===== src/rtl/spi_nor_pkg.sv =====
package spi_nor_pkg;

  localparam int ADDR_W = 24;

  typedef enum logic [2:0] {
    OP_READ          = 3'd0,
    OP_FAST_READ     = 3'd1,
    OP_READ_ID       = 3'd2,
    OP_READ_STATUS   = 3'd3,
    OP_PROGRAM       = 3'd4,
    OP_SECTOR_ERASE  = 3'd5,
    OP_CHIP_ERASE    = 3'd6,
    OP_WRITE_DISABLE = 3'd7
  } op_e;

  typedef enum logic [1:0] {
    STEP_WREN,
    STEP_WELCHK,
    STEP_MAIN,
    STEP_POLL
  } step_e;

  localparam logic [7:0] CODE_WREN  = 8'h06;
  localparam logic [7:0] CODE_WRDI  = 8'h04;
  localparam logic [7:0] CODE_RDID  = 8'h9F;
  localparam logic [7:0] CODE_RDST  = 8'h05;
  localparam logic [7:0] CODE_READ  = 8'h03;
  localparam logic [7:0] CODE_FREAD = 8'h0B;
  localparam logic [7:0] CODE_PROG  = 8'h02;

  // Operations that return bytes to the requester.
  function automatic logic op_reads(op_e op);
    return op inside {OP_READ, OP_FAST_READ, OP_READ_ID, OP_READ_STATUS};
  endfunction

  // Operations that modify the array and need enable + polling.
  function automatic logic op_modifies(op_e op);
    return op inside {OP_PROGRAM, OP_SECTOR_ERASE, OP_CHIP_ERASE};
  endfunction

  // Number of bytes before the data phase (opcode, address, dummy).
  function automatic logic [2:0] hdr_len(step_e s, op_e op);
    if (s != STEP_MAIN) return 3'd1;
    case (op)
      OP_READ, OP_PROGRAM, OP_SECTOR_ERASE: return 3'd4;
      OP_FAST_READ:                         return 3'd5;
      default:                              return 3'd1;
    endcase
  endfunction

  function automatic logic [7:0] main_code(op_e op, logic [7:0] se, logic [7:0] ce);
    case (op)
      OP_READ:          return CODE_READ;
      OP_FAST_READ:     return CODE_FREAD;
      OP_READ_ID:       return CODE_RDID;
      OP_READ_STATUS:   return CODE_RDST;
      OP_PROGRAM:       return CODE_PROG;
      OP_SECTOR_ERASE:  return se;
      OP_CHIP_ERASE:    return ce;
      default:          return CODE_WRDI;
    endcase
  endfunction

  // Header byte at position idx of the current transaction.
  function automatic logic [7:0] hdr_byte(step_e s, op_e op, logic [ADDR_W-1:0] a,
                                          logic [2:0] idx, logic [7:0] se, logic [7:0] ce);
    case (idx)
      3'd0: begin
        if (s == STEP_WREN)      return CODE_WREN;
        else if (s == STEP_MAIN) return main_code(op, se, ce);
        else                     return CODE_RDST;
      end
      3'd1:    return a[23:16];
      3'd2:    return a[15:8];
      3'd3:    return a[7:0];
      default: return 8'h00;
    endcase
  endfunction

endpackage


===== src/rtl/spi_nor_shift.sv =====
module spi_nor_shift #(
  parameter int CLK_DIV = 2
) (
  input  logic       clk,
  input  logic       rst_n,
  input  logic       start,
  input  logic [7:0] tx,
  input  logic       miso,
  output logic       sclk,
  output logic       mosi,
  output logic [7:0] rx,
  output logic       done
);
  localparam int CNT_W = $clog2(CLK_DIV) + 1;
  localparam logic [CNT_W-1:0] CNT_LAST = CNT_W'(CLK_DIV - 1);

  logic             active;
  logic             phase;
  logic [CNT_W-1:0] cnt;
  logic [2:0]       bitn;
  logic [7:0]       sh;

  always_ff @(posedge clk or negedge rst_n) begin
    if (!rst_n) begin
      active <= 1'b0;
      phase  <= 1'b0;
      cnt    <= '0;
      bitn   <= '0;
      sh     <= '0;
      rx     <= '0;
      done   <= 1'b0;
    end else begin
      done <= 1'b0;
      if (start) begin
        active <= 1'b1;
        phase  <= 1'b0;
        cnt    <= '0;
        bitn   <= '0;
        sh     <= tx;
      end else if (active) begin
        if (cnt == CNT_LAST) begin
          cnt <= '0;
          if (!phase) begin
            phase <= 1'b1;
            rx    <= {rx[6:0], miso};
          end else begin
            phase <= 1'b0;
            if (bitn == 3'd7) begin
              active <= 1'b0;
              done   <= 1'b1;
            end else begin
              bitn <= bitn + 3'd1;
              sh   <= {sh[6:0], 1'b0};
            end
          end
        end else begin
          cnt <= cnt + 1'b1;
        end
      end
    end
  end

  assign sclk = active & phase;
  assign mosi = sh[7];

endmodule


===== src/rtl/spi_nor_seq.sv =====
module spi_nor_seq
  import spi_nor_pkg::*;
#(
  parameter int CS_GAP     = 4,
  parameter int PAGE_BYTES = 256,
  parameter int LEN_W      = 9
) (
  input  logic              clk,
  input  logic              rst_n,
  input  logic              req_valid,
  input  logic [2:0]        req_op,
  input  logic [ADDR_W-1:0] req_addr,
  input  logic [LEN_W-1:0]  req_len,
  input  logic [7:0]        wr_data,
  input  logic [7:0]        se_code,
  input  logic [7:0]        ce_code,
  output logic              sh_start,
  output logic [7:0]        sh_tx,
  input  logic              sh_done,
  input  logic [7:0]        sh_rx,
  output logic              cs_n,
  output logic              wr_take,
  output logic [7:0]        rd_data,
  output logic              rd_valid,
  output logic              busy,
  output logic              done,
  output logic              err,
  output logic              ev_reject,
  output logic              ev_wel_fail,
  output logic              ev_txn_end
);
  localparam int POS_W = LEN_W + 1;
  localparam int GAP_W = $clog2(CS_GAP + 1) + 1;
  localparam int OFF_W = $clog2(PAGE_BYTES);

  typedef enum logic [2:0] {ST_IDLE, ST_GAP, ST_LOAD, ST_WAIT, ST_END} st_e;

  st_e               state;
  op_e               op_q;
  step_e             step_q;
  logic [ADDR_W-1:0] addr_q;
  logic [LEN_W-1:0]  len_q;
  logic [POS_W-1:0]  pos_q;
  logic [GAP_W-1:0]  gap_q;
  logic [1:0]        stat_q;

  logic [POS_W-1:0]  hdr_n, data_n, total_n;
  logic              in_data, tx_is_wr, rx_is_data, rx_is_stat;
  op_e               op_in;

  // Legality of a request: length range and page containment.
  function automatic logic req_legal(op_e op, logic [ADDR_W-1:0] a, logic [LEN_W-1:0] n);
    int lo, cnt;
    lo  = int'(a[OFF_W-1:0]);
    cnt = int'(n);
    if (op_reads(op))      return (cnt != 0) && (cnt <= PAGE_BYTES);
    if (op == OP_PROGRAM)  return (cnt != 0) && (lo + cnt <= PAGE_BYTES);
    return 1'b1;
  endfunction

  assign op_in = op_e'(req_op);

  always_comb begin
    hdr_n = POS_W'(hdr_len(step_q, op_q));
    case (step_q)
      STEP_WREN: data_n = '0;
      STEP_MAIN: data_n = (op_reads(op_q) || op_q == OP_PROGRAM) ? POS_W'(len_q) : '0;
      default:   data_n = POS_W'(1);
    endcase
    total_n    = hdr_n + data_n;
    in_data    = pos_q >= hdr_n;
    tx_is_wr   = in_data && step_q == STEP_MAIN && op_q == OP_PROGRAM;
    rx_is_data = in_data && step_q == STEP_MAIN && op_reads(op_q);
    rx_is_stat = in_data && (step_q == STEP_WELCHK || step_q == STEP_POLL);
  end

  assign sh_start = state == ST_LOAD;
  assign wr_take  = sh_start && tx_is_wr;
  assign sh_tx    = tx_is_wr ? wr_data
                  : (in_data ? 8'h00 : hdr_byte(step_q, op_q, addr_q, pos_q[2:0], se_code, ce_code));
  assign busy        = state != ST_IDLE;
  assign ev_reject   = state == ST_IDLE && req_valid && !req_legal(op_in, req_addr, req_len);
  assign ev_wel_fail = state == ST_END && step_q == STEP_WELCHK && !stat_q[1];
  assign ev_txn_end  = state == ST_END;

  always_ff @(posedge clk or negedge rst_n) begin
    if (!rst_n) begin
      state    <= ST_IDLE;
      op_q     <= OP_READ;
      step_q   <= STEP_MAIN;
      addr_q   <= '0;
      len_q    <= '0;
      pos_q    <= '0;
      gap_q    <= '0;
      stat_q   <= '0;
      cs_n     <= 1'b1;
      done     <= 1'b0;
      err      <= 1'b0;
      rd_valid <= 1'b0;
      rd_data  <= '0;
    end else begin
      done     <= 1'b0;
      err      <= 1'b0;
      rd_valid <= 1'b0;
      case (state)
        ST_IDLE: begin
          if (req_valid) begin
            if (!req_legal(op_in, req_addr, req_len)) begin
              done <= 1'b1;
              err  <= 1'b1;
            end else begin
              op_q   <= op_in;
              addr_q <= req_addr;
              len_q  <= req_len;
              step_q <= op_modifies(op_in) ? STEP_WREN : STEP_MAIN;
              gap_q  <= '0;
              state  <= ST_GAP;
            end
          end
        end
        ST_GAP: begin
          if (gap_q >= GAP_W'(CS_GAP - 1)) begin
            gap_q <= '0;
            pos_q <= '0;
            cs_n  <= 1'b0;
            state <= ST_LOAD;
          end else begin
            gap_q <= gap_q + 1'b1;
          end
        end
        ST_LOAD: state <= ST_WAIT;
        ST_WAIT: begin
          if (sh_done) begin
            if (rx_is_data) begin
              rd_valid <= 1'b1;
              rd_data  <= sh_rx;
            end
            if (rx_is_stat) stat_q <= sh_rx[1:0];
            pos_q <= pos_q + 1'b1;
            if (pos_q + 1'b1 == total_n) begin
              cs_n  <= 1'b1;
              state <= ST_END;
            end else begin
              state <= ST_LOAD;
            end
          end
        end
        ST_END: begin
          gap_q <= '0;
          case (step_q)
            STEP_WREN: begin
              step_q <= STEP_WELCHK;
              state  <= ST_GAP;
            end
            STEP_WELCHK: begin
              if (!stat_q[1]) begin
                done  <= 1'b1;
                err   <= 1'b1;
                state <= ST_IDLE;
              end else begin
                step_q <= STEP_MAIN;
                state  <= ST_GAP;
              end
            end
            STEP_MAIN: begin
              if (op_modifies(op_q)) begin
                step_q <= STEP_POLL;
                state  <= ST_GAP;
              end else begin
                done  <= 1'b1;
                state <= ST_IDLE;
              end
            end
            default: begin
              if (stat_q[0]) begin
                state <= ST_GAP;
              end else begin
                done  <= 1'b1;
                state <= ST_IDLE;
              end
            end
          endcase
        end
        default: state <= ST_IDLE;
      endcase
    end
  end

endmodule


===== src/rtl/spi_nor_host.sv =====
module spi_nor_host
  import spi_nor_pkg::*;
#(
  parameter int CLK_DIV    = 2,
  parameter int CS_GAP     = 4,
  parameter int PAGE_BYTES = 256,
  parameter bit SE_ALT     = 1'b0,
  parameter bit CE_ALT     = 1'b0,
  localparam int LEN_W     = $clog2(PAGE_BYTES) + 1
) (
  input  logic              clk,
  input  logic              rst_n,
  input  logic              req_valid,
  input  logic [2:0]        req_op,
  input  logic [ADDR_W-1:0] req_addr,
  input  logic [LEN_W-1:0]  req_len,
  input  logic [7:0]        wr_data,
  output logic              wr_take,
  output logic [7:0]        rd_data,
  output logic              rd_valid,
  output logic              busy,
  output logic              done,
  output logic              err,
  output logic              sclk,
  output logic              cs_n,
  output logic              mosi,
  input  logic              miso
);
  logic [7:0] se_code, ce_code;
  logic       sh_start, sh_done;
  logic [7:0] sh_tx, sh_rx;
  logic       ev_reject, ev_wel_fail, ev_txn_end;

  generate
    if (SE_ALT) begin : g_se_alt
      assign se_code = 8'hD8;
    end else begin : g_se_std
      assign se_code = 8'h20;
    end
    if (CE_ALT) begin : g_ce_alt
      assign ce_code = 8'hC7;
    end else begin : g_ce_std
      assign ce_code = 8'h60;
    end
  endgenerate

  spi_nor_shift #(.CLK_DIV(CLK_DIV)) shift_i (
    .clk   (clk),
    .rst_n (rst_n),
    .start (sh_start),
    .tx    (sh_tx),
    .miso  (miso),
    .sclk  (sclk),
    .mosi  (mosi),
    .rx    (sh_rx),
    .done  (sh_done)
  );

  spi_nor_seq #(.CS_GAP(CS_GAP), .PAGE_BYTES(PAGE_BYTES), .LEN_W(LEN_W)) seq_i (
    .clk         (clk),
    .rst_n       (rst_n),
    .req_valid   (req_valid),
    .req_op      (req_op),
    .req_addr    (req_addr),
    .req_len     (req_len),
    .wr_data     (wr_data),
    .se_code     (se_code),
    .ce_code     (ce_code),
    .sh_start    (sh_start),
    .sh_tx       (sh_tx),
    .sh_done     (sh_done),
    .sh_rx       (sh_rx),
    .cs_n        (cs_n),
    .wr_take     (wr_take),
    .rd_data     (rd_data),
    .rd_valid    (rd_valid),
    .busy        (busy),
    .done        (done),
    .err         (err),
    .ev_reject   (ev_reject),
    .ev_wel_fail (ev_wel_fail),
    .ev_txn_end  (ev_txn_end)
  );

endmodule


===== config.mk =====
export PLATFORM = sky130hd
export DESIGN_NAME = spi_nor_host
export DESIGN_NICKNAME = d
export VERILOG_FILES = /design/src/rtl/spi_nor_pkg.sv /design/src/rtl/spi_nor_shift.sv /design/src/rtl/spi_nor_seq.sv /design/src/rtl/spi_nor_host.sv
export SDC_FILE = /design/constraint.sdc
export NUM_CORES = 1
export LEC_CHECK = 0
export ABC_AREA = 1
export BUFFER_PORTS_ARGS = -buffer_cell sky130_fd_sc_hd__buf_2
export CAP_MARGIN = 40
export CORE_ASPECT_RATIO = 0.8
export CORE_MARGIN = 2
export CORE_UTILIZATION = 44
export CTS_BUF_LIST = sky130_fd_sc_hd__clkbuf_8
export DETAILED_ROUTE_END_ITERATION = 7
export HOLD_SLACK_MARGIN = 0.08
export PLACE_DENSITY = 0.67
export SLEW_MARGIN = 20
export SYNTH_ARGS = -nofsm -noshare
export SYNTH_HDL_FRONTEND = slang
export SYNTH_HIERARCHICAL = 1
export SYNTH_SLANG_ARGS = --single-unit

===== constraint.sdc =====
create_clock -name clk -period 3.25 [get_ports clk]
set_clock_uncertainty 0.1 [all_clocks]
set_input_delay 0.1625 -clock clk [delete_from_list [all_inputs] [get_ports clk]]
set_output_delay 0.1625 -clock clk [all_outputs]
set_load 0.005 [all_outputs]

# After elaboration in Yosys (flattened, before gate mapping)
# Cells that the tools add are included.
[totals]
out_inout_bits = 16
input_bits = 48
elab_cells = 198
regBits = 93
[classes]
n_addsub = 6
bitwise = 3
n_reduce_logical = 38
eq_ne = 35
order_cmp = 4
muxes = 92
[op_table]
columns = ["op", "n"]
rows = [
  ["2-to-1 mux 8 bit", 9],
  ["case mux 8 bit (7 select lines)", 1],
  ["2-to-1 mux 1 bit", 43],
  ["case mux 10 bit (2 select lines)", 2],
  ["2-to-1 mux 3 bit", 12],
  ["<= comparator 32 x 10 -> 1 bit (second input constant)", 1],
  ["case mux 8 bit (4 select lines)", 1],
  ["== test 3 x 2 -> 1 bit (second input constant)", 8],
  ["== test 3 bit (second input constant)", 8],
  ["2-to-1 mux 10 bit", 2],
  ["2-to-1 mux 2 bit", 8],
  ["AND reduction 4 bit", 4],
  ["case mux 3 bit (5 select lines)", 1],
  ["AND reduction 3 bit", 5],
  ["== test 3 x 1 -> 1 bit (second input constant)", 4],
  ["logical NOT 3 bit", 4],
  ["2-to-1 mux 4 bit", 3],
  ["case mux 4 bit (3 select lines)", 1],
  ["nonzero test 3 bit", 4],
  ["adder 10 x 1 -> 10 bit (second input constant)", 1],
  ["adder 3 x 10 -> 10 bit", 1],
  ["adder 8 x 9 -> 10 bit", 1],
  ["== test 10 bit", 1],
  [">= comparator 10 x 3 -> 1 bit", 1],
  ["30 further kinds", 52],
]

# Longest topological paths before layout
# Gate-level depths: netlist (run 1).
[logic_depth]
depth_word = 15
mapped_depth = 23
ltp_nobuf = 23

# Hierarchy
# Netlist (run 1), hierarchy kept.
[modules_own_cells]
columns = ["module", "cells_per_inst", "area_each_um2", "seq_area_each_um2", "n_inst"]
rows = [
  ["spi_nor_seq", 663, 4735.8, 1729.2, 1],
  ["spi_nor_shift", 137, 1146.1, 600.6, 1],
  ["spi_nor_host", 2, 7.5, 0.0, 1],
]

# Least setup slack after synthesis (run 1)
# No wires, ideal clock.
[synth_path]
path_type = "flip-flop to flip-flop"
start = "reg seq_i.step_q[1]"
end = "reg seq_i.state[1]"
setup_slack_ns = 0.445
path_stages_with_launch = 18
n_path_buf = 1
setup_ns = 0.124
synth_period_minus_slack_ns = 2.805
arrival_time_ns = 2.581
path_cell_list = "dfstp_2 > ha_1 > buf_2 > inv_1 > nor2_1 > nand2_1 > ha_1 > ha_1 > xnor2_1 > nand2_1 > nor2_1 > nand2_1 > nor2_1 > nand3_1 > nor2_1 > nand3_2 > nand2_1 > o21bai_1"
[synth_between]
elab_chain_cells = 8
[synth_lines]
columns = ["element", "line", "rtl"]
rows = [
  ["start: declaration", "spi_nor_seq.sv:40", "step_e step_q;"],
  ["start signal: assignment", "spi_nor_seq.sv:115", "step_q <= op_modifies(op_in) ? STEP_WREN : STEP_MAIN;"],
  ["!= test 2 bit", "spi_nor_pkg.sv:43", "if (s != STEP_MAIN) return 3'd1;"],
  ["2-to-1 mux 1 bit", "spi_nor_pkg.sv:43", ""],
  ["2-to-1 mux 3 bit", "spi_nor_pkg.sv:44", "case (op)"],
  ["adder 3 x 10 -> 10 bit *", "spi_nor_seq.sv:70", "total_n = hdr_n + data_n;"],
  ["== test 10 bit *", "spi_nor_seq.sv:140", "if (pos_q + 1'b1 == total_n) begin"],
  ["2-to-1 mux 3 bit *", "spi_nor_seq.sv:140", ""],
  ["2-to-1 mux 3 bit *", "spi_nor_seq.sv:133", "if (sh_done) begin"],
  ["case mux 3 bit (5 select lines) *", "spi_nor_seq.sv:105", "case (state)"],
  ["end signal: assignment", "spi_nor_seq.sv:131", "ST_LOAD: state <= ST_WAIT;"],
  ["end signal: assignment", "spi_nor_seq.sv:142", "state <= ST_END;"],
  ["end signal: assignment", "spi_nor_seq.sv:144", "state <= ST_LOAD;"],
  ["end: declaration", "spi_nor_seq.sv:38", "st_e state;"],
]
# Mark *: on every way between the ends. The rest lies on a longest branch, timed or not. The select of a mux whose other input is x is not followed.
# A chain may end at the register's enable or synchronous reset.

# Worst setup path in the final report (run 1)
[layout_path]
start = "reg seq_i.step_q[0]"
end = "out wr_take"
[layout_between]
elab_chain_cells = 7
[layout_lines]
columns = ["element", "line", "rtl"]
rows = [
  ["!= test 2 bit", "spi_nor_pkg.sv:43", ""],
  ["2-to-1 mux 1 bit", "spi_nor_pkg.sv:43", ""],
  ["2-to-1 mux 3 bit", "spi_nor_pkg.sv:44", ""],
  [">= comparator 10 x 3 -> 1 bit", "spi_nor_seq.sv:71", "in_data = pos_q >= hdr_n;"],
  ["logical AND 1 bit * (2 in a row)", "spi_nor_seq.sv:72", "tx_is_wr = in_data && step_q == STEP_MAIN && op_q == OP_PROGRAM;"],
  ["logical AND 1 bit *", "spi_nor_seq.sv:78", "assign wr_take = sh_start && tx_is_wr;"],
  ["end: declaration", "spi_nor_host.sv:18", "output logic wr_take,"],
]
# Mark *: on every way between the ends. The rest lies on a longest branch, timed or not.

==> summary.md, run 1 <==
| Metric | Value |
|---|---|
| Status | completed |
| Hold path start | wr_data[5] |
| Setup tns final | 0 ps |
| Initial antenna violation count | 0 |
| Port Buffers | 63 |
| Worst r2r dst | seq_i/state[1] |
| Clock Power Share | between 30% and 40% |
| Vias in the first global route | 5,092 |
| Least-Margin Pin Slew | 600 ps |
| PD cells | 305 nW/um^2 |
| Drt pass-1 iters | 5 |
| Final setup violation count | 0 |
| Unrepaired setup endpoints after global routing | no |
| Placer congestion estimate | 0.868 |
| Synth Warn # | 6 |
| Routed vias | 5,407 |
| DRC | 0 |
| Share of layout cells above drive strength 1 | between 10% and 20% |
| CTS Buffer Depth | 2 |
| R2R Setup Slk | 260 ps |
| Remaining antenna violation count | 0 |
| Final WS setup | approximately 210 ps |
| Max-slew violation count | 0 |
| Hold slack | 154 ps |
| Worst path most repeated cell | inv_1 |
| Global Route Usage Sum | between 20% and 30% |
| Die area | 14,300 sq um |
| Worst r2r path cells | 19 |
| CP max-delay cell | dfrtp_1 |
| Critical Path, Cell by Cell | inv_1 > ha_4 > inv_1 > nor2_1 > inv_1 > ha_1 > nor4_2 > nand4_1 > nand3_2 > nor2_1 > buf_2 |
| DP Area | 6380 sq um |
| Crit Path Class | reg2out |
| Global-route wire length before repair | 24,300 microns |
| Worst ir drop on vdd | around 0.21 mV |
| Cell area after layout | 7000 sq um |
| Worst r2r src | seq_i/step_q[0] |
| Vias/cell | 4.94 |
| Relative slew slack | between 50% and 60% |
| P_leak | between 3 and 4 nW |
| Row Count | 37 |
| Maximum clock rate | approximately 330 MHz |
| Layout Nets | 990 |
| Initial Util | 45.4% |
| Peak fanout along the critical path | 9 |
| CP startpoint | seq_i/step_q[0] |
| # diodes | 0 |
| Area of the core | between 10,000 and 15,000 sq um |
| Remaining global-route overflow | 0 |
| MaxCap Viol Count | 0 |
| CTS tree | done |
| Clock latency at the later pin of the worst-skew pair | 380 ps |
| Die width | 133 microns |
| Total power draw | ~2.1 mW |
| Crit path DAT | approximately 2800 ps |
| Clock buffer count from CTS | 9 |
| I/O pins | 64 |
| Combinational share of power | 9.9% |
| WP data required | approximately 3000 ps |
| HP Class | in2reg |
| CTS root buf | clkbuf_8 |
| Clock transition at path regs | 110 ps |
| Sw Share | 27.4% |
| Die height | 107 microns |
| Fin. Hold Viols | 0 |
| Layout area overhead | 19.0% |
| CP Launch Type | register |
| Mapped Area | 5880 sq um |
| Min Tclk post-route | 3040 ps |
| CTS sink count | 93 |
| Largest stage delay, worst path | between 400 and 500 ps |
| Psw | 0.586 mW |
| Mapped Cells | 800 |
| Synth Area per Inst | 7.35 sq um |
| Final wirelength | 14,400 microns |
| Tcrit/Tclk final | between 90 and 100% |
| Part of the power in registers | around 55% |
| Drt wl/cell | around 13 microns |
| H-tree levels | 3 |
| Internal | 1.55 mW |
| Largest net degree at the start of global routing | between 90 and 100 |
| First DRT Iteration DRCs | 395 |
| CP endpoint | wr_take |
| Detailed placer's ending HPWL | 10,300 microns |
| Critical path capture point type | output pin |
| DP Worst Slack | 71.0 ps |
[per-layer routing]
metal  global-route usage [%]  routed length (microns)  vias to the layer above
met4                     4.86                      142                        0
li1                         -                        -                     2794
met3                     3.63                      546                       12
met2                     32.5                     6180                      118
met1                     31.1                     7480                     2483
met5                        0                        0                        -
[how the worst min path moves through the flow]
stage                      end  cells past startpoint  slack, ps
2_1_floorplan  seq_i/addr_q[0]                      0       -230
3_5_place_dp    seq_i/pos_q[7]                      2        160
3_3_place_gp    seq_i/pos_q[7]                      2        160
5_1_grt              seq_i/err                      5        170
6_report         shift_i/sh[5]                      7        150
4_1_cts          shift_i/sh[5]                      7        140
[state kept, by name (all words and copies together), names as in the netlist, 2 cells and up]
register and flops:
seq_i/addr_q 24, seq_i/gap_q 4, seq_i/len_q 9, seq_i/op_q 3, seq_i/pos_q 10, seq_i/rd_data 8, seq_i/stat_q 2, seq_i/state 3
seq_i/step_q 2, shift_i/bitn 3, shift_i/cnt 2, shift_i/rx 8, shift_i/sh 8
[what timing repair did]
action / in CTS / in global routing
pin swaps: 1 / 1
hold endpoints to repair: 130 / 0
setup buffers: 0 / 1
hold buffers: 39 / 0
gates resized for setup: 2 / 4
setup endpoints to repair: 1 / 19
[area by class of cell]
class | instances | area [sq um]
Timing Repair Buffer | 109 | 773
Clock buffer | 9 | 124
Sequential cell | 93 | 2330
Multi-Input combinational cell | 596 | 3090
Tap cell | 175 | 219
Fill cell | 1305 | 5960
Clock inverter | 7 | 65.1
Inverter | 105 | 402
[through the flow]
stage | utilization (%) | std cells
CTS | 53.8 | 1093
global route | 54.0 | 1094
finish | 54.0 | 1094
global placement | 49.2 | 1038
floorplan | - | 814
detailed placement | 49.2 | 1038
[worst max-delay path, delay by kind of cell (launching register included)]
kind	cells	cell delay [ps]
flops	1	440
buf+inv	4	460
simple gates	5	1060
fa+ha+maj	2	450
[power groups by stage]
stage	Clock (mW)	Sequential, mW	Combinational [mW]
after floorplan	0	1.19	0.0941
after global placement	0	1.19	0.173
after detailed placement	0	1.19	0.174
after CTS	0.776	1.17	0.209
after global routing	0.829	1.17	0.239
final	0.760	1.17	0.212
[layout by cell type (no fill, tap or decap), drive strengths merged, types with 3 or more instances in the layout]
cell	count
inv	107
buf	70
nand2	287
xor2	10
dfrtp	91
a22o	5
clkbuf	9
nor3	6
a221oi	8
dlygate4sd3	39
conb	16
ha	27
nand3	79
clkinv	4
o22ai	15
nor2	54
a21oi	17
o21ai	45
nand4	7
a32o	3
Note: power is estimated with default switching activity, not from simulation.
==> run 2, diff against run 1 <==
CORE_ASPECT_RATIO = 1.25   (was 0.8)
==> summary.md, run 2 (synthesized netlist as in run 1, its figures left out) <==
| Metric | Value |
|---|---|
| Hold slack | 157 ps (+2.39 ps) |
| Final setup violation count | 0 (unchanged) |
| CP Launch Type | register |
| WP data required | 3390 ps (+400 ps) |
| Drt wl/cell | 13.0 microns (-1.1%) |
| Remaining global-route overflow | 0 (unchanged) |
| Die height | 133 microns (+24%) |
| Layout area overhead | 19.3% |
| I/O pins | 64 (unchanged) |
| Worst r2r src | seq_i/step_q[1] |
| Area of the core | 13,200 sq um (+1.6%) |
| HP Class | in2reg |
| Initial Util | 44.7% (-0.72 points) |
| Top flop regs | seq_i/addr_q (24), seq_i/pos_q (10), seq_i/len_q (9) |
| Worst r2r dst | seq_i/state[1] |
| Vias in the first global route | 5,189 (+1.9%) |
| Crit Path Class | reg2reg |
| Least-Margin Pin Slew | 701 ps (+101 ps) |
| Placer congestion estimate | 0.880 (+1.4%) |
| Commonest non-fill, non-tap cells in the layout | nand2_1 (282), inv_1 (96), dfrtp_1 (91) |
| H-tree levels | 3 (unchanged) |
| Placed Instances | 1,036 (-0.19%) |
| Max FFs per register | 24 (unchanged) |
| Post-route non-filler standard cell count | 1,091 (-0.27%) |
| Clock latency at the later pin of the worst-skew pair | 370 ps (about the same) |
| Hold path start | wr_data[6] |
| Hold path depth | 7 (unchanged) |
| Max-slew violation count | 0 (unchanged) |
| Crit path DAT | 3120 ps (+350 ps) |
| Initial antenna violation count | 0 (unchanged) |
| Fin. Hold Viols | 0 (unchanged) |
| Worst ir drop on vdd | 0.172 mV (-19%) |
| Largest net degree at the start of global routing | 47 (-50%) |
| Tcrit/Tclk final | 91.6% (-1.9 points) |
| MaxCap Viol Count | 0 (unchanged) |
| CTS root buf | clkbuf_8 |
| Leading cell type in the layout, fill and taps excluded | nand2_1 |
| First DRT Iteration DRCs | 241 (-39%) |
| Share of layout cells above drive strength 1 | 14.1% (-0.015 points) |
| Setup tns final | 0 ps (unchanged) |
| DRC | 0 (unchanged) |
| Critical path capture point type | register |
| R2R Setup Slk | 270 ps (about the same) |
| Clock transition at path regs | 100 ps (about the same) |
| Top reg by flops | seq_i/addr_q |
| Peak fanout along the critical path | 12 (+3) |
| Relative slew slack | 52.9% (-6.8 points) |
| Die width | 107 microns (-19%) |
| Global-route wire length before repair | 23,700 microns (-2.8%) |
| Remaining antenna violation count | 0 (unchanged) |
| Unrepaired setup endpoints after global routing | yes |
| Detailed placer's ending HPWL | 10,500 microns (+2.1%) |
| Global Route Usage Sum | 20.6% (-0.52 points) |
| P_leak | 3.82 nW (+0.72%) |
| PD cells | 322 nW/um^2 (+5.6%) |
| CTS Buffer Depth | 2 (unchanged) |
| Worst Hold End | shift_i/sh[6] |
| Final wirelength | 14,200 microns (-1.3%) |
| Maximum clock rate | 336 MHz (+2.1%) |
| Clock buffer count from CTS | 9 (unchanged) |
| Worst r2r path cells | 21 (+2) |
| Routed vias | 5,432 (+0.46%) |
| Die area | 14,300 sq um (unchanged) |
| Layout Nets | 991 (+0.10%) |
| CTS sink count | 93 (unchanged) |
| Setup Fix Bufs, Post-CTS | 0 (unchanged) |
| Row Count | 47 (+27%) |
| CTS tree | done |
| Min Tclk post-route | 2980 ps (-61.3 ps) |
| Vias/cell | 4.98 (+0.74%) |
| Port Buffers | 63 (unchanged) |
| Drt pass-1 iters | 4 (-1) |
| Status | completed |
| # diodes | 0 (unchanged) |
-- run 2: cell count changes in the layout (fill, tap and decap cells not counted), sizes merged --
| cell | change |
|---|---|
| clkbuf | +1 |
| buf | +1 |
| bufinv | +2 |
| inv | -2 |
| clkinvlp | -1 |
-- run 2: worst max-delay path by stage --
stage | startpoint | to | cells past startpoint | slack, ps
final | seq_i/step_q[1] | seq_i/state[1] | 21 | 270
after global routing | seq_i/step_q[1] | seq_i/cs_n | 21 | -2
after CTS | seq_i/step_q[1] | seq_i/state[1] | 21 | 240
after detailed placement | seq_i/step_q[1] | seq_i/cs_n | 23 | 310
after global placement | seq_i/step_q[1] | seq_i/cs_n | 23 | 370
after floorplan | seq_i/step_q[1] | seq_i/state[1] | 17 | 450
-- run 2: repair_timing --
action                     in CTS  in global routing
resized for setup               0                  4
hold buffers                   39                  0
hold endpoints to repair       75                  0
setup endpoints to repair       0                  4
-- run 2: worst max-delay path: stages (launching register included) --
cell	delay, ps
dfstp_2	580
ha_1	190
buf_6	160
nand2_2	90
inv_2	60
nand2_1	40
o21ai_0	80
ha_1	200
ha_1	190
nand2_1	60
nand2_1	60
nand3_1	120
inv_1	90
nand2_1	70
nand3_1	70
nand2_1	50
nor2_1	110
nand3_1	130
nor2_2	160
nand3_2	90
nand2_1	70
o21bai_1	80
-- run 2: per-layer routing --
layer  vias to the layer above  GRT usage [%]  wire [microns]
li1                       2798              -               -
met4                         0           9.33             474
met5                         -              0               0
met3                        31           3.28             457
met1                      2494           25.7            6290
met2                       109           35.0            6930
-- run 2: power by group --
group          internal (mW)  switching (mW)
combinational         0.0915           0.118
clock                  0.460           0.427
sequential              1.16         0.00371
-- run 2: through the flow --
stage	setup WS, ps	cell area, sq um	total power [mW]	util, %
finish	275	7020	2.26	53.3
global route	-2.14	7020	2.36	53.3
CTS	239	7000	2.28	53.1
detailed placement	314	6380	1.36	48.4
global placement	366	6380	1.36	48.4
floorplan	445	5930	1.28	-
-- run 2: final cells by class --
cell class / instances / area [sq um]
clock buffers: 10 / 138
clock inverters: 6 / 91.3
fillers: 1284 / 6150
inverters: 105 / 402
multi-input cells: 596 / 3070
flip-flops and latches: 93 / 2330
well taps: 171 / 214
repair buffers: 110 / 772
==> run 3, diff against run 2 <==
REMOVE_ABC_BUFFERS = 1   (was not set)
SLEW_MARGIN = not set   (was 20)
==> summary.md, run 3 (synthesized netlist as in run 1, its figures left out) <==
| Metric | Value |
|---|---|
| Status | completed |
| Worst r2r path cells | 12 (-43%) |
| Combinational share of power | 9.2% (about the same) |
| Fin. Hold Viols | 0 (unchanged) |
| Worst ir drop on vdd | 0.167 mV (-3.0%) |
| CP startpoint | seq_i/step_q[1] |
| Psw | 0.568 mW (+3.6%) |
| Critical path capture point type | output pin |
| Share of layout cells above drive strength 1 | 14.3% (+0.22 points) |
| CP endpoint | wr_take |
| Register area | 2330 sq um (unchanged) |
| Clock Power Share | 39.9% (+0.7 points) |
| Final wirelength | 14,500 microns (+2.4%) |
| Die width | 107 microns (unchanged) |
| Hold path start | wr_data[7] |
| CP Launch Type | register |
| First DRT Iteration DRCs | 322 (+34%) |
| Routed vias | 5,392 (-0.74%) |
| CTS root buf | clkbuf_8 |
| Area of the core | 13,200 sq um (unchanged) |
| Die height | 133 microns (unchanged) |
| Top flop regs | seq_i/addr_q (24), seq_i/pos_q (10), seq_i/len_q (9) |
| Least-Margin Pin Slew | 778 ps (+76.9 ps) |
| I/O pins | 64 (unchanged) |
| Relative slew slack | 47.7% (-5.2 points) |
| Vias in the first global route | 5,113 (-1.5%) |
| Unrepaired setup endpoints after global routing | no |
| Die area | 14,300 sq um (unchanged) |
| Part of the power in registers | 50.9% (-0.6 points) |
| CTS sink count | 93 (unchanged) |
| Clock transition at path regs | 110 ps (about the same) |
| Tcrit/Tclk final | 93.7% (+2.1 points) |
| Internal | 1.72 mW (+0.56%) |
| CTS Buffer Depth | 2 (unchanged) |
| Commonest non-fill, non-tap cells in the layout | nand2_1 (282), inv_1 (96), dfrtp_1 (91) |
| Remaining global-route overflow | 0 (unchanged) |
| HP Class | in2reg |
| Crit path DAT | 2780 ps (-340 ps) |
| Vias/cell | 4.94 (-0.74%) |
| Max FFs per register | 24 (unchanged) |
| Row Count | 47 (unchanged) |
| Setup tns final | 0 ps (unchanged) |
| Min Tclk post-route | 3040 ps (+68.4 ps) |
| Worst r2r src | seq_i/step_q[1] |
| H-tree levels | 3 (unchanged) |
| Maximum clock rate | 329 MHz (-2.2%) |
| P_leak | 3.83 nW (+0.48%) |
| Global-route wire length before repair | 24,000 microns (+1.7%) |
| Total power draw | 2.29 mW (+1.3%) |
| # diodes | 0 (unchanged) |
| Largest net degree at the start of global routing | 50 (+6.4%) |
| Placer congestion estimate | 0.887 (+0.86%) |
| Top reg by flops | seq_i/addr_q |
| Port Buffers | 63 (unchanged) |
| Final setup violation count | 0 (unchanged) |
| Layout Nets | 991 (unchanged) |
| Clock buffer count from CTS | 9 (unchanged) |
| Max-slew violation count | 0 (unchanged) |
| Crit Path Class | reg2out |
| Initial antenna violation count | 0 (unchanged) |
| MaxCap Viol Count | 0 (unchanged) |
| Drt wl/cell | 13.3 microns (+2.4%) |
| Footprint of the multi-input gates | 3070 sq um (about the same) |
| Global Route Usage Sum | 20.8% (+0.14 points) |
| Clock latency at the later pin of the worst-skew pair | 370 ps (about the same) |
| Layout area overhead | 19.6% |
| WP data required | 2990 ps (-400 ps) |
| Worst r2r dst | seq_i/rd_data[1] |
| Peak fanout along the critical path | 9 (-3) |
| Initial Util | 44.7% (unchanged) |
| Detailed placer's ending HPWL | 10,500 microns (about the same) |
| R2R Setup Slk | 230 ps (-40 ps) |
| DRC | 0 (unchanged) |
| Fill count | 1,297 (+1.0%) |
| Remaining antenna violation count | 0 (unchanged) |
| PD cells | 326 nW/um^2 (+1.0%) |
| Sw Share | 24.8% (+0.55 points) |
| Drt pass-1 iters | 6 (+2) |
| Leading cell type in the layout, fill and taps excluded | nand2_1 |
| CTS tree | done |
-- run 3: stage by stage --
step | instance area (sq um) | worst slack [ps] | cells | utilization [%] | hold WS (ps)
after floorplan | 5790 | 400 | 794 | - | -233
after global placement | 6380 | 361 | 1035 | 48.5 | 102
after detailed placement | 6380 | 307 | 1035 | 48.5 | 103
after CTS | 7010 | 238 | 1090 | 53.2 | 115
after global routing | 7040 | 14.9 | 1091 | 53.4 | 146
final | 7040 | 206 | 1091 | 53.4 | 149
-- run 3: area by class of cell --
class | count | share of cell area (%)
multi-input combinational | 596 | 43.6
timing repair buffer | 110 | 11.2
inverter | 105 | 5.71
clock buffer | 10 | 1.96
tap | 171 | 3.04
clock inverter | 6 | 1.39
sequential | 93 | 33.1
-- run 3: worst min-delay path by stage --
stage                     cells after the start               to  slack [ps]
after global placement                        1   seq_i/pos_q[8]         100
after global routing                          5        seq_i/err         150
after floorplan                               0  seq_i/addr_q[0]        -230
after CTS                                     5        seq_i/err         110
after detailed placement                      1   seq_i/pos_q[8]         100
final                                         7    shift_i/sh[7]         150
-- run 3: timing repair --
action,CTS,global route
setup buffers,0,1
hold buffers,39,0
resized for setup,0,5
endpoints found under the hold margin,82,0
endpoints found under the setup margin,0,3
-- run 3: power groups by stage --
stage          sequential [mW]  clock (mW)  combinational [mW]
2_1_floorplan             1.19           0              0.0901
3_3_place_gp              1.19           0               0.172
3_5_place_dp              1.19           0               0.174
4_1_cts                   1.17       0.934               0.210
5_1_grt                   1.17       0.981               0.238
6_report                  1.17       0.914               0.211
-- run 3: critical path, stage by stage (launching register included) --
cell     delay [ps]
dfstp_2         580
ha_1            180
inv_1            90
nor2_1          210
nand2_1         120
ha_1            280
o21ai_0         160
nand4_1         210
nand3_1         340
nor2_1           90
buf_2           140
-- run 3: layer usage --
metal / up-vias / wire length, microns / GRT usage (%)
li1: 2784 / - / -
met1: 2499 / 6480 / 26.2
met2: 93 / 7410 / 37.1
met3: 16 / 398 / 2.94
met4: 0 / 207 / 5.20
met5: - / 0 / 0
